<file path="src/rtl/overshoot_peak_tracker.sv">
module overshoot_peak_tracker #(
  parameter int CW = 6
) (
  input  logic          clk,
  input  logic          rst_n,
  input  logic          start,
  input  logic [1:0]    mode,
  input  logic          xover_valid,
  input  logic          ref_rise,
  input  logic          ref_fall,
  input  logic [CW-1:0] fb_count,
  input  logic [CW-1:0] divisor,
  input  logic [CW-1:0] trend_len,
  output logic [CW-1:0] peak,
  output logic          done,
  output logic          locked
);

  typedef enum logic [1:0] {S_IDLE, S_ARM, S_RUN, S_DONE} st_t;

  st_t           st;
  logic [1:0]    md;
  logic [CW-1:0] smpl, cnt, prev;
  logic          smpl_vld, have_prev;

  wire [CW-1:0] half     = divisor >> 1;
  wire [CW-1:0] cnt_nx   = cnt + 1'b1;
  wire          trend_m  = (md == 2'd2);
  wire          lock_m   = (md == 2'd3);
  wire          win_full = (cnt == trend_len);
  wire          running  = (st == S_RUN);
  wire          upd      = running && smpl_vld && (smpl > peak) && (smpl <= half);
  wire          take     = running && ref_rise && !(lock_m && win_full);
  wire          close_w  = running && lock_m && ref_fall && win_full;
  wire [CW-1:0] win_res  = upd ? smpl : peak;

  always_ff @(posedge clk or negedge rst_n) begin
    if (!rst_n) begin
      st        <= S_IDLE;
      md        <= 2'd0;
      smpl      <= '0;
      smpl_vld  <= 1'b0;
      cnt       <= '0;
      prev      <= '0;
      have_prev <= 1'b0;
      peak      <= '0;
      done      <= 1'b0;
      locked    <= 1'b0;
    end else if (start) begin
      md        <= mode;
      st        <= (mode == 2'd0) ? S_ARM : S_RUN;
      peak      <= '0;
      smpl_vld  <= 1'b0;
      cnt       <= '0;
      done      <= 1'b0;
      locked    <= 1'b0;
      have_prev <= 1'b0;
    end else begin
      case (st)
        S_ARM: if (xover_valid) st <= S_RUN;
        S_RUN: begin
          if (trend_m) begin
            if (ref_rise) begin
              cnt <= cnt_nx;
              if (cnt_nx == trend_len) begin
                peak <= fb_count;
                done <= 1'b1;
                st   <= S_DONE;
              end
            end
          end else begin
            if (take) begin
              smpl     <= fb_count;
              smpl_vld <= 1'b1;
              if (lock_m) cnt <= cnt_nx;
            end
            if (ref_fall && upd) peak <= smpl;
            if (close_w) begin
              locked    <= have_prev && (win_res == prev);
              prev      <= win_res;
              have_prev <= 1'b1;
              peak      <= '0;
              cnt       <= '0;
              smpl_vld  <= 1'b0;
            end
          end
        end
        default: ;
      endcase
    end
  end

  // outside lock and trend modes the maximum never falls while tracking
  p_peak_monotone_r6: assert property (@(posedge clk) disable iff (!rst_n)
    (st == S_RUN && $past(st) == S_RUN && !md[1] && !$past(start)) |-> (peak >= $past(peak)));

  // growth only after a falling pulse, and never past half the divisor
  p_rise_filtered_r5: assert property (@(posedge clk) disable iff (!rst_n)
    (st == S_RUN && md != 2'd2 && peak > $past(peak))
      |-> ($past(ref_fall) && peak <= ($past(divisor) >> 1)));

  // a finished trend capture stays put
  p_trend_hold_r8: assert property (@(posedge clk) disable iff (!rst_n)
    (done && !start) |=> (done && $stable(peak)));

  // start clears everything, even with a coinciding fall
  p_start_clear_r10: assert property (@(posedge clk) disable iff (!rst_n)
    start |=> (peak == '0 && !done && !locked));

  // lock only rises at a window close
  p_lock_at_close_r9: assert property (@(posedge clk) disable iff (!rst_n)
    $rose(locked) |-> $past(md == 2'd3 && ref_fall && cnt == trend_len));

endmodule

</file>
<file path="config.mk">
export PLATFORM = sky130hd
export DESIGN_NAME = overshoot_peak_tracker
export DESIGN_NICKNAME = d
export VERILOG_FILES = /design/src/rtl/overshoot_peak_tracker.sv
export SDC_FILE = /design/constraint.sdc
export NUM_CORES = 1
export LEC_CHECK = 0
export CAP_MARGIN = 20
export CORE_MARGIN = 1
export CORE_UTILIZATION = 45
export DETAILED_ROUTE_END_ITERATION = 12
export PLACE_DENSITY = 0.79
export SYNTH_ARGS = -nofsm -noshare
export SYNTH_HDL_FRONTEND = slang
export SYNTH_SLANG_ARGS = --single-unit
</file>
<file path="constraint.sdc">
create_clock -name clk -period 3.75 [get_ports clk]
set_clock_uncertainty 0.2 [all_clocks]
set_input_delay 0.9375 -clock clk [delete_from_list [all_inputs] [get_ports clk]]
set_output_delay 0.9375 -clock clk [all_outputs]
set_load 0.01 [all_outputs]
</file>
# Yosys cells after proc, flatten, opt, wreduce, memory -nomap -nowiden
# Cells that the tools add are included.
dict set report classes {
  add_sub_neg 1
  n_lt_le_gt_ge 2
  eq_ne 14
  muxes 40
  bitwise_logic 2
  n_reduce_logical 31
}
# cell count
set ops {}
lappend ops {{2-to-1 mux 6 bit} 15}
lappend ops {{AND reduction 4 bit} 5}
lappend ops {{== test 6 bit} 3}
lappend ops {{2-to-1 mux 1 bit} 18}
lappend ops {{2-to-1 mux 2 bit} 6}
lappend ops {{inequality test 3 bit (second input constant)} 4}
lappend ops {{nonzero test 4 bit} 3}
lappend ops {{logical AND 1 bit} 11}
lappend ops {{nonzero test 2 bit} 5}
lappend ops {{adder 6 x 1 -> 6 bit (second input constant)} 1}
lappend ops {{== test 2 bit (second input constant)} 3}
lappend ops {{greater-than comparator 6 bit} 1}
lappend ops {{less-or-equal comparator 6 x 5 -> 1 bit} 1}
lappend ops {{inequality test 3 x 2 -> 1 bit (second input constant)} 2}
lappend ops {{AND reduction 3 bit} 2}
lappend ops {{nonzero test 3 bit} 2}
lappend ops {{AND reduction 5 bit} 1}
lappend ops {{case mux 2 bit (2 select lines)} 1}
lappend ops {{== test 2 x 1 -> 1 bit (second input constant)} 1}
lappend ops {{zero test 2 bit} 1}
lappend ops {{inequality test 2 bit (second input constant)} 1}
lappend ops {{inverter 1 bit} 2}
lappend ops {{zero test 1 bit} 1}
dict set report totals {
  register_bits 32
  in_bits 26
  out_inout_bits 8
  wordCells 100
}

# Logic depth before layout (Yosys ltp)
# Gate-level depths: netlist of the first run.
dict set report logic_depth {
  depth_word 11
  depth_mapped 10
  ltp_nobuf 9
}

# Worst setup path after synthesis of the first run
# No wires, ideal clock.
dict set report synth_timing {
  path_type {input to register}
  start {input divisor[5]}
  end {register peak[0]}
  setup_ps 125
  arrival_time_ps 2913
  required_ps 3425
  slack_ps 512
  cell_stages 10
  n_path_buf 1
  path_cell_list {inv_1 ha_1 a211o_1 a31oi_1 a32oi_1 nor3_4 nand2_2 a221o_1 buf_6 mux2_4}
}
dict set report synth_via {
  elab_chain_cells 5
}
# item line
set synth_lines {}
lappend synth_lines {{from (decl)} 12} ;# input logic [CW-1:0] divisor,
lappend synth_lines {{less-or-equal comparator 6 x 5 -> 1 bit} 32} ;# wire upd = running && smpl_vld && (smpl > peak) && (smpl <= half);
lappend synth_lines {{logical AND 1 bit} 32}
lappend synth_lines {{logical AND 1 bit} 77} ;# if (ref_fall && upd) peak <= smpl;
lappend synth_lines {{nonzero test 4 bit (no source line)} -}
lappend synth_lines {{AND reduction 4 bit (no source line)} -}
lappend synth_lines {{to (signal assigned)} 66} ;# peak <= fb_count;
lappend synth_lines {{to (signal assigned)} 77}
lappend synth_lines {{to (decl)} 14} ;# output logic [CW-1:0] peak,
# Every way passes these cells.
# A chain may end at the register's enable or synchronous reset.

# Worst setup path in the final report of the first run
dict set report layout_timing {
  start {input divisor[5]}
  end {register locked}
}
dict set report layout_via {
  elab_chain_cells 9
}
# item line
set layout_lines {}
lappend layout_lines {{less-or-equal comparator 6 x 5 -> 1 bit} 32}
lappend layout_lines {{logical AND 1 bit} 32}
lappend layout_lines {{2-to-1 mux 6 bit} 35} ;# wire [CW-1:0] win_res = upd ? smpl : peak;
lappend layout_lines {{== test 6 bit} 79} ;# locked <= have_prev && (win_res == prev);
lappend layout_lines {{logical AND 1 bit} 79}
lappend layout_lines {{2-to-1 mux 1 bit} 78} ;# if (close_w) begin
lappend layout_lines {{2-to-1 mux 1 bit} 62} ;# if (trend_m) begin
lappend layout_lines {{2-to-1 mux 1 bit} 59} ;# case (st)
lappend layout_lines {{2-to-1 mux 1 bit} 49} ;# end else if (start) begin
lappend layout_lines {{to (signal assigned)} 79}
lappend layout_lines {{to (decl)} 16} ;# output logic locked
# Every way passes these cells. The select of a mux whose other input is x is not followed.

==> results_dict.tcl, run 1 <==
set metrics [dict create \
    grt_pass1_wl_um 7424 \
    status "finished clean" \
    yosys_warnings 0 \
    numCtsBuffers 5 \
    dp.cells 291 \
    yosysSeqAreaShare 0.3851 \
    grt-ovfl-total 0 \
    start_kind "primary input" \
    leakagePower_nw 1.137 \
    avgSynthCellArea_um2 9.998 \
    synth_largest_area_cell "dfrtp_1" \
    cp_max_fo 7 \
    drtIter0Drc 72 \
    clockBufferDepth 2 \
    p_sw_frac 0.3352 \
    area_growth_pct 22.20 \
    antennaDiodeCount 0 \
    max-slew-margin-rel 0.6838 \
    hpwlAfterDp_um 3249 \
    p_per_area_nw_per_um2 430.3 \
    ys_types 49 \
    die_h_um 69.98 \
    layout-drive-gt1-share 0.1220 \
    p_int_mw 0.7269 \
    worst_slack_ns 0.3954 \
    syn-num-nets 246 \
    num_rows 24 \
    synth_most_common_cell "dfrtp_1" \
    pin_count 34 \
    post-cts-setup-buffer-count 0 \
    muxShareOfSynthArea 0.1089 \
    max_freq_mhz 298.1 \
    post_drt_via_cell_ratio 5.497 \
    port_buffers 32 \
    synth-adder-area-share 0.07220 \
    yosys-top-cells-count "32 x dfrtp_1, 19 x inv_1, 15 x nor2_1" \
    grt_start_max_net_pins 33 \
    antenna_found_initial 0 \
    yosys.area_share.simple 0.1516 \
    path_clk_slew_ns 0.06 \
    core_area_um2 4384 \
    worstSetupPathType "primary input to flop" \
    synth_top_family_by_area "simple AND/OR/NAND/NOR gates" \
    drv_cap 0 \
    vias 1638 \
    setup_violations 0 \
    finalSetupTns_ns 0 \
    rsz0062_at_grt "no" \
    finalCriticalPeriod_ns 3.355 \
    combPwrFrac 0.354 \
    grt_pass1_vias 1652 \
    synth_edf_count 0 \
    cts_resized 0 \
    fin_nets 284 \
    max-vdd-ir-drop_mv 0.2212 \
    worst_pin_slew_ns 0.4728 \
    pwr-share-clk 0.215 \
    p_switching_mw 0.3664 \
    final_cells 298 \
    ys.flop_type "dfrtp_1" \
    cp_data_arrival_time_ns 3.33 \
    first_pass_iters 4 \
    start_util 0.4743 \
    dp_slack_ns 0.1189 \
    ys_top_cells_by_area "dfrtp_1 39%, ha_1 7.2%, mux2i_1 5.3%" \
    finalPower_mw 1.093 \
    clock_latency_ns 0.27 \
    synth_top_area_share 0.3851 \
    die_w_um 69.98 \
    finalCritPeriodShare 0.8946 \
    final_hold_viol_count 0 \
    h-tree-depth 2 \
    ys_async_sr_fraction 1.000 \
    syn_area_um2 2079 \
    hold_buffers 0 \
    required_ns 3.72 \
    ant_nets 0 \
    root_buffer "clkbuf_8" \
    post-route-util 0.5796 \
    synth_compound_area_frac 0.1450 \
    p_seq_frac 0.432 \
    post_drt_wl_per_cell_um 13.89 \
    clock_sinks 32 \
    drcViolationCount 0 \
    die-area_um2 4897 \
    end_kind "flop" \
    min_path_type "flop to flop" \
    wirelength_um 4138 \
    syn_inst 208 \
    finalWeightedCongestion 0.8655 \
    ys_ff_latch 32 \
    drv_slew 0 \
    gr-usage-all-layers 0.1915 \
    cts_tree "yes" \
    synth_xor_area_frac 0.08063 \
]
-- path summary, 6_finish.rpt --
kind                            start  endpoint  slack [ns]  cells past startpoint
setup / recovery           divisor[5]    locked        0.40                     11
hold / removal               smpl_vld  smpl_vld        0.31                      2
setup reg to reg              smpl[4]    locked        1.08                      9
hold reg to reg              smpl_vld  smpl_vld        0.31                      2
max in group asynchronous       rst_n   peak[5]        2.19                      2
min in group asynchronous       rst_n    cnt[3]        0.87                      2
-- cells in the final DEF (no fill, tap or decap), types with 4 or more instances in the layout --
cell type / synthesis / routed
clkdlybuf4s50_1: 0 / 32
dfrtp_1: 32 / 32
nor2b_1: 7 / 7
nand2_1: 10 / 10
nor2_1: 15 / 15
ha_1: 12 / 12
nand3_1: 4 / 4
xnor2_1: 4 / 4
inv_1: 19 / 19
a21oi_1: 12 / 12
o21ai_0: 5 / 5
xor2_1: 12 / 12
mux2i_1: 11 / 11
mux2_2: 9 / 9
a22oi_1: 5 / 5
buf_4: 1 / 6
clkbuf_8: 0 / 5
-- sequential cells by signal, indices dropped and copies added, names as in the netlist --
register,flops
peak,6
done,1
prev,6
smpl,6
smpl_vld,1
cnt,6
md,2
st,2
locked,1
have_prev,1
-- worst max-delay path, stage by stage --
cell and delay, ns:
clkdlybuf4s50_1 0.46, inv_1 0.04, ha_1 0.32, a211o_1 0.26, a31oi_1 0.14, a32oi_1 0.12, nor3_4 0.16, buf_4 0.21
mux2i_1 0.37, xnor2_1 0.10, o32ai_1 0.21
-- logic make-up after synthesis --
| family | Yosys count |
|---|---|
| buffers and inverters | 26 |
| adders and majority gates | 12 |
| muxes | 21 |
| DFF | 32 |
| AOI/OAI and AO/OA | 45 |
| and+or+nand+nor | 55 |
| xor gates and xnor gates | 17 |
-- layer usage --
metal	vias up	share of wire	wire length [um]	track usage
li1	813	-	-	-
met3	10	0.032	132	0.03896
met2	33	0.48	1986	0.3088
met4	0	0.022	93	0.07556
met5	-	0	0	0
met1	782	0.47	1926	0.2523
-- power by group through the flow --
stage	sequential [mW]	clock, mW	combinational, mW
2_1_floorplan	0.461	0	0.260
3_3_place_gp	0.475	0	0.374
3_5_place_dp	0.477	0	0.389
4_1_cts	0.472	0.247	0.391
5_1_grt	0.484	0.262	0.439
6_report	0.472	0.235	0.387
-- cell type report --
type | instances | area (um2)
timing repair buffer | 38 | 365.4
multi-input combinational | 150 | 1161
clock buffer | 6 | 72.57
fill | 386 | 1843
clock inverter | 1 | 5.005
sequential | 32 | 800.8
tap | 52 | 65.06
inverter | 19 | 71.32
-- per-stage QoR --
step / instance area (um2) / hold slack (ns)
2_1_floorplan: 2079 / 0.2628
3_3_place_gp: 2464 / 0.2867
3_5_place_dp: 2464 / 0.2933
4_1_cts: 2541 / 0.3048
5_1_grt: 2541 / 0.3487
6_report: 2541 / 0.3054
Power figures use the tool's default switching activity.
==> run 2: changes to the inputs <==
CORE_MARGIN = unset   (was 1)
clock period = 4.2 ns   (was 3.75 ns; I/O delays follow)
==> run 2 against run 1 <==
Compared with the run above:
- flip-flop and latch count stayed put
- power is 0.87% lower
- clock power is 37% higher
- highest routed layer unchanged
- sequential share of layout area is 0.41 points lower
- die area stayed put
- critical endpoint is now peak[0]
- non-clock buffer count is 2 lower
- sequential power is 11% lower
==> results_dict.tcl, run 2 (synthesized netlist as in run 1, its figures left out) <==
set metrics [dict create \
    p_seq_frac 0.388 \
    grt_pass1_wl_um 7238 \
    start_kind "primary input" \
    worst_pin_slew_ns 0.5702 \
    area_growth_pct 23.83 \
    finalCritPeriodShare 0.8241 \
    layout_common_cells "32 x dfrtp_1, 32 x clkdlybuf4s50_1, 19 x inv_1" \
    whs_ns 0.3015 \
    post_drt_via_cell_ratio 5.492 \
    p_sw_frac 0.3145 \
    num_rows 24 \
    max-slew-margin-rel 0.6199 \
    antenna_found_initial 0 \
    max-vdd-ir-drop_mv 0.2631 \
    cp_max_fo 6 \
    min_path_type "flop to flop" \
    root_buffer "clkbuf_8" \
    multi_input_area_um2 1161 \
    r2r_start "smpl[4]" \
    drv_cap 0 \
    layout-drive-gt1-share 0.1224 \
    clock_latency_ns 0.29 \
    path_clk_slew_ns 0.07 \
    hpwlAfterDp_um 3150 \
    ant_nets 0 \
    drcViolationCount 0 \
    die_h_um 69.98 \
    pin_count 34 \
    pwr-share-clk 0.297 \
    p_switching_mw 0.3408 \
    h-tree-depth 2 \
    cp_data_arrival_time_ns 3.44 \
    gr-usage-all-layers 0.1900 \
    max_freq_mhz 288.9 \
    combPwrFrac 0.315 \
    post-cts-setup-buffer-count 0 \
    finalWeightedCongestion 0.8679 \
    drtIter0Drc 74 \
    post-route-util 0.5873 \
    antennaDiodeCount 0 \
    place_area_um2 2449 \
    end_kind "flop" \
    critPathLaunch "divisor[5]" \
    status "finished clean" \
    vias 1631 \
    hp-start "cnt[5]" \
    p_per_area_nw_per_um2 420.9 \
    worstSetupPathType "primary input to flop" \
    wirelength_um 4215 \
    finalCriticalPeriod_ns 3.461 \
    clockBufferDepth 2 \
    die-area_um2 4897 \
    fin_area_um2 2575 \
    start_util 0.4743 \
    setup_violations 0 \
    grt_start_max_net_pins 33 \
    hold_buffers 0 \
    drv_slew 0 \
    numCtsBuffers 5 \
    fin_nets 282 \
    rsz0062_at_grt "no" \
    regArea_um2 800.8 \
    port_buffers 32 \
    cts_tree "yes" \
    core_area_um2 4384 \
    cts_resized 0 \
    required_ns 4.18 \
    finalSetupTns_ns 0 \
    p_int_mw 0.7430 \
    grt-ovfl-total 0 \
    die_w_um 69.98 \
    final_hold_viol_count 0 \
    first_pass_iters 4 \
    clock_sinks 32 \
    fillers 382 \
    leakagePower_nw 1.151 \
    post_drt_wl_per_cell_um 14.19 \
    grt_pass1_vias 1591 \
]
[run 2: cell count changes in the layout (fill, tap and decap cells not counted), sizes merged]
cell    change
bufinv      +1
clkbuf      +1
clkinv      -1
buf         -2
[run 2: worst paths after layout]
kind,end,slack (ns),cells after the start
max reg2reg,peak[0],1.50,8
max in group asynchronous,cnt[4],2.55,2
min,cnt[5],0.30,1
min reg2reg,cnt[5],0.30,1
max,peak[0],0.74,10
min in group asynchronous,prev[2],0.96,2
[run 2: area by class of cell]
type | instances | area share
repair buffers | 36 | 0.1361
clock buffers | 7 | 0.03741
inverters | 19 | 0.02770
flip-flops and latches | 32 | 0.3110
clock inverters | 1 | 0.01166
multi-input cells | 150 | 0.4509
well taps | 52 | 0.02527
[run 2: worst max-delay path, stage by stage]
cell and delay, ns:
clkdlybuf4s50_1 0.45, inv_1 0.04, ha_1 0.31, a211o_1 0.26, a31oi_1 0.14, a32oi_1 0.12
nor3_4 0.16, nand2_2 0.07, a221o_1 0.50, mux2_4 0.35
[run 2: stage by stage]
stage / std cells / worst slack, ns / total power, mW
after CTS: 297 / 0.7255 / 1.089
after global placement: 289 / 0.4481 / 0.7559
after floorplan: 208 / 0.8490 / 0.6438
final: 297 / 0.7388 / 1.084
after detailed placement: 289 / 0.4200 / 0.7652
after global routing: 297 / 0.6333 / 1.154
[run 2: per-layer routing]
layer / up-vias / GRT usage / routed length (um)
met4: 0 / 0.06000 / 62
met3: 5 / 0.04906 / 207
met5: - / 0 / 0
li1: 813 / - / -
met1: 775 / 0.2493 / 1955
met2: 38 / 0.3066 / 1989
[run 2: power groups by stage]
stage | combinational, mW | clock (mW) | sequential (mW)
after CTS | 0.343 | 0.325 | 0.421
after detailed placement | 0.340 | 0 | 0.426
final | 0.341 | 0.322 | 0.421
after global placement | 0.332 | 0 | 0.424
after global routing | 0.384 | 0.341 | 0.429
after floorplan | 0.232 | 0 | 0.412
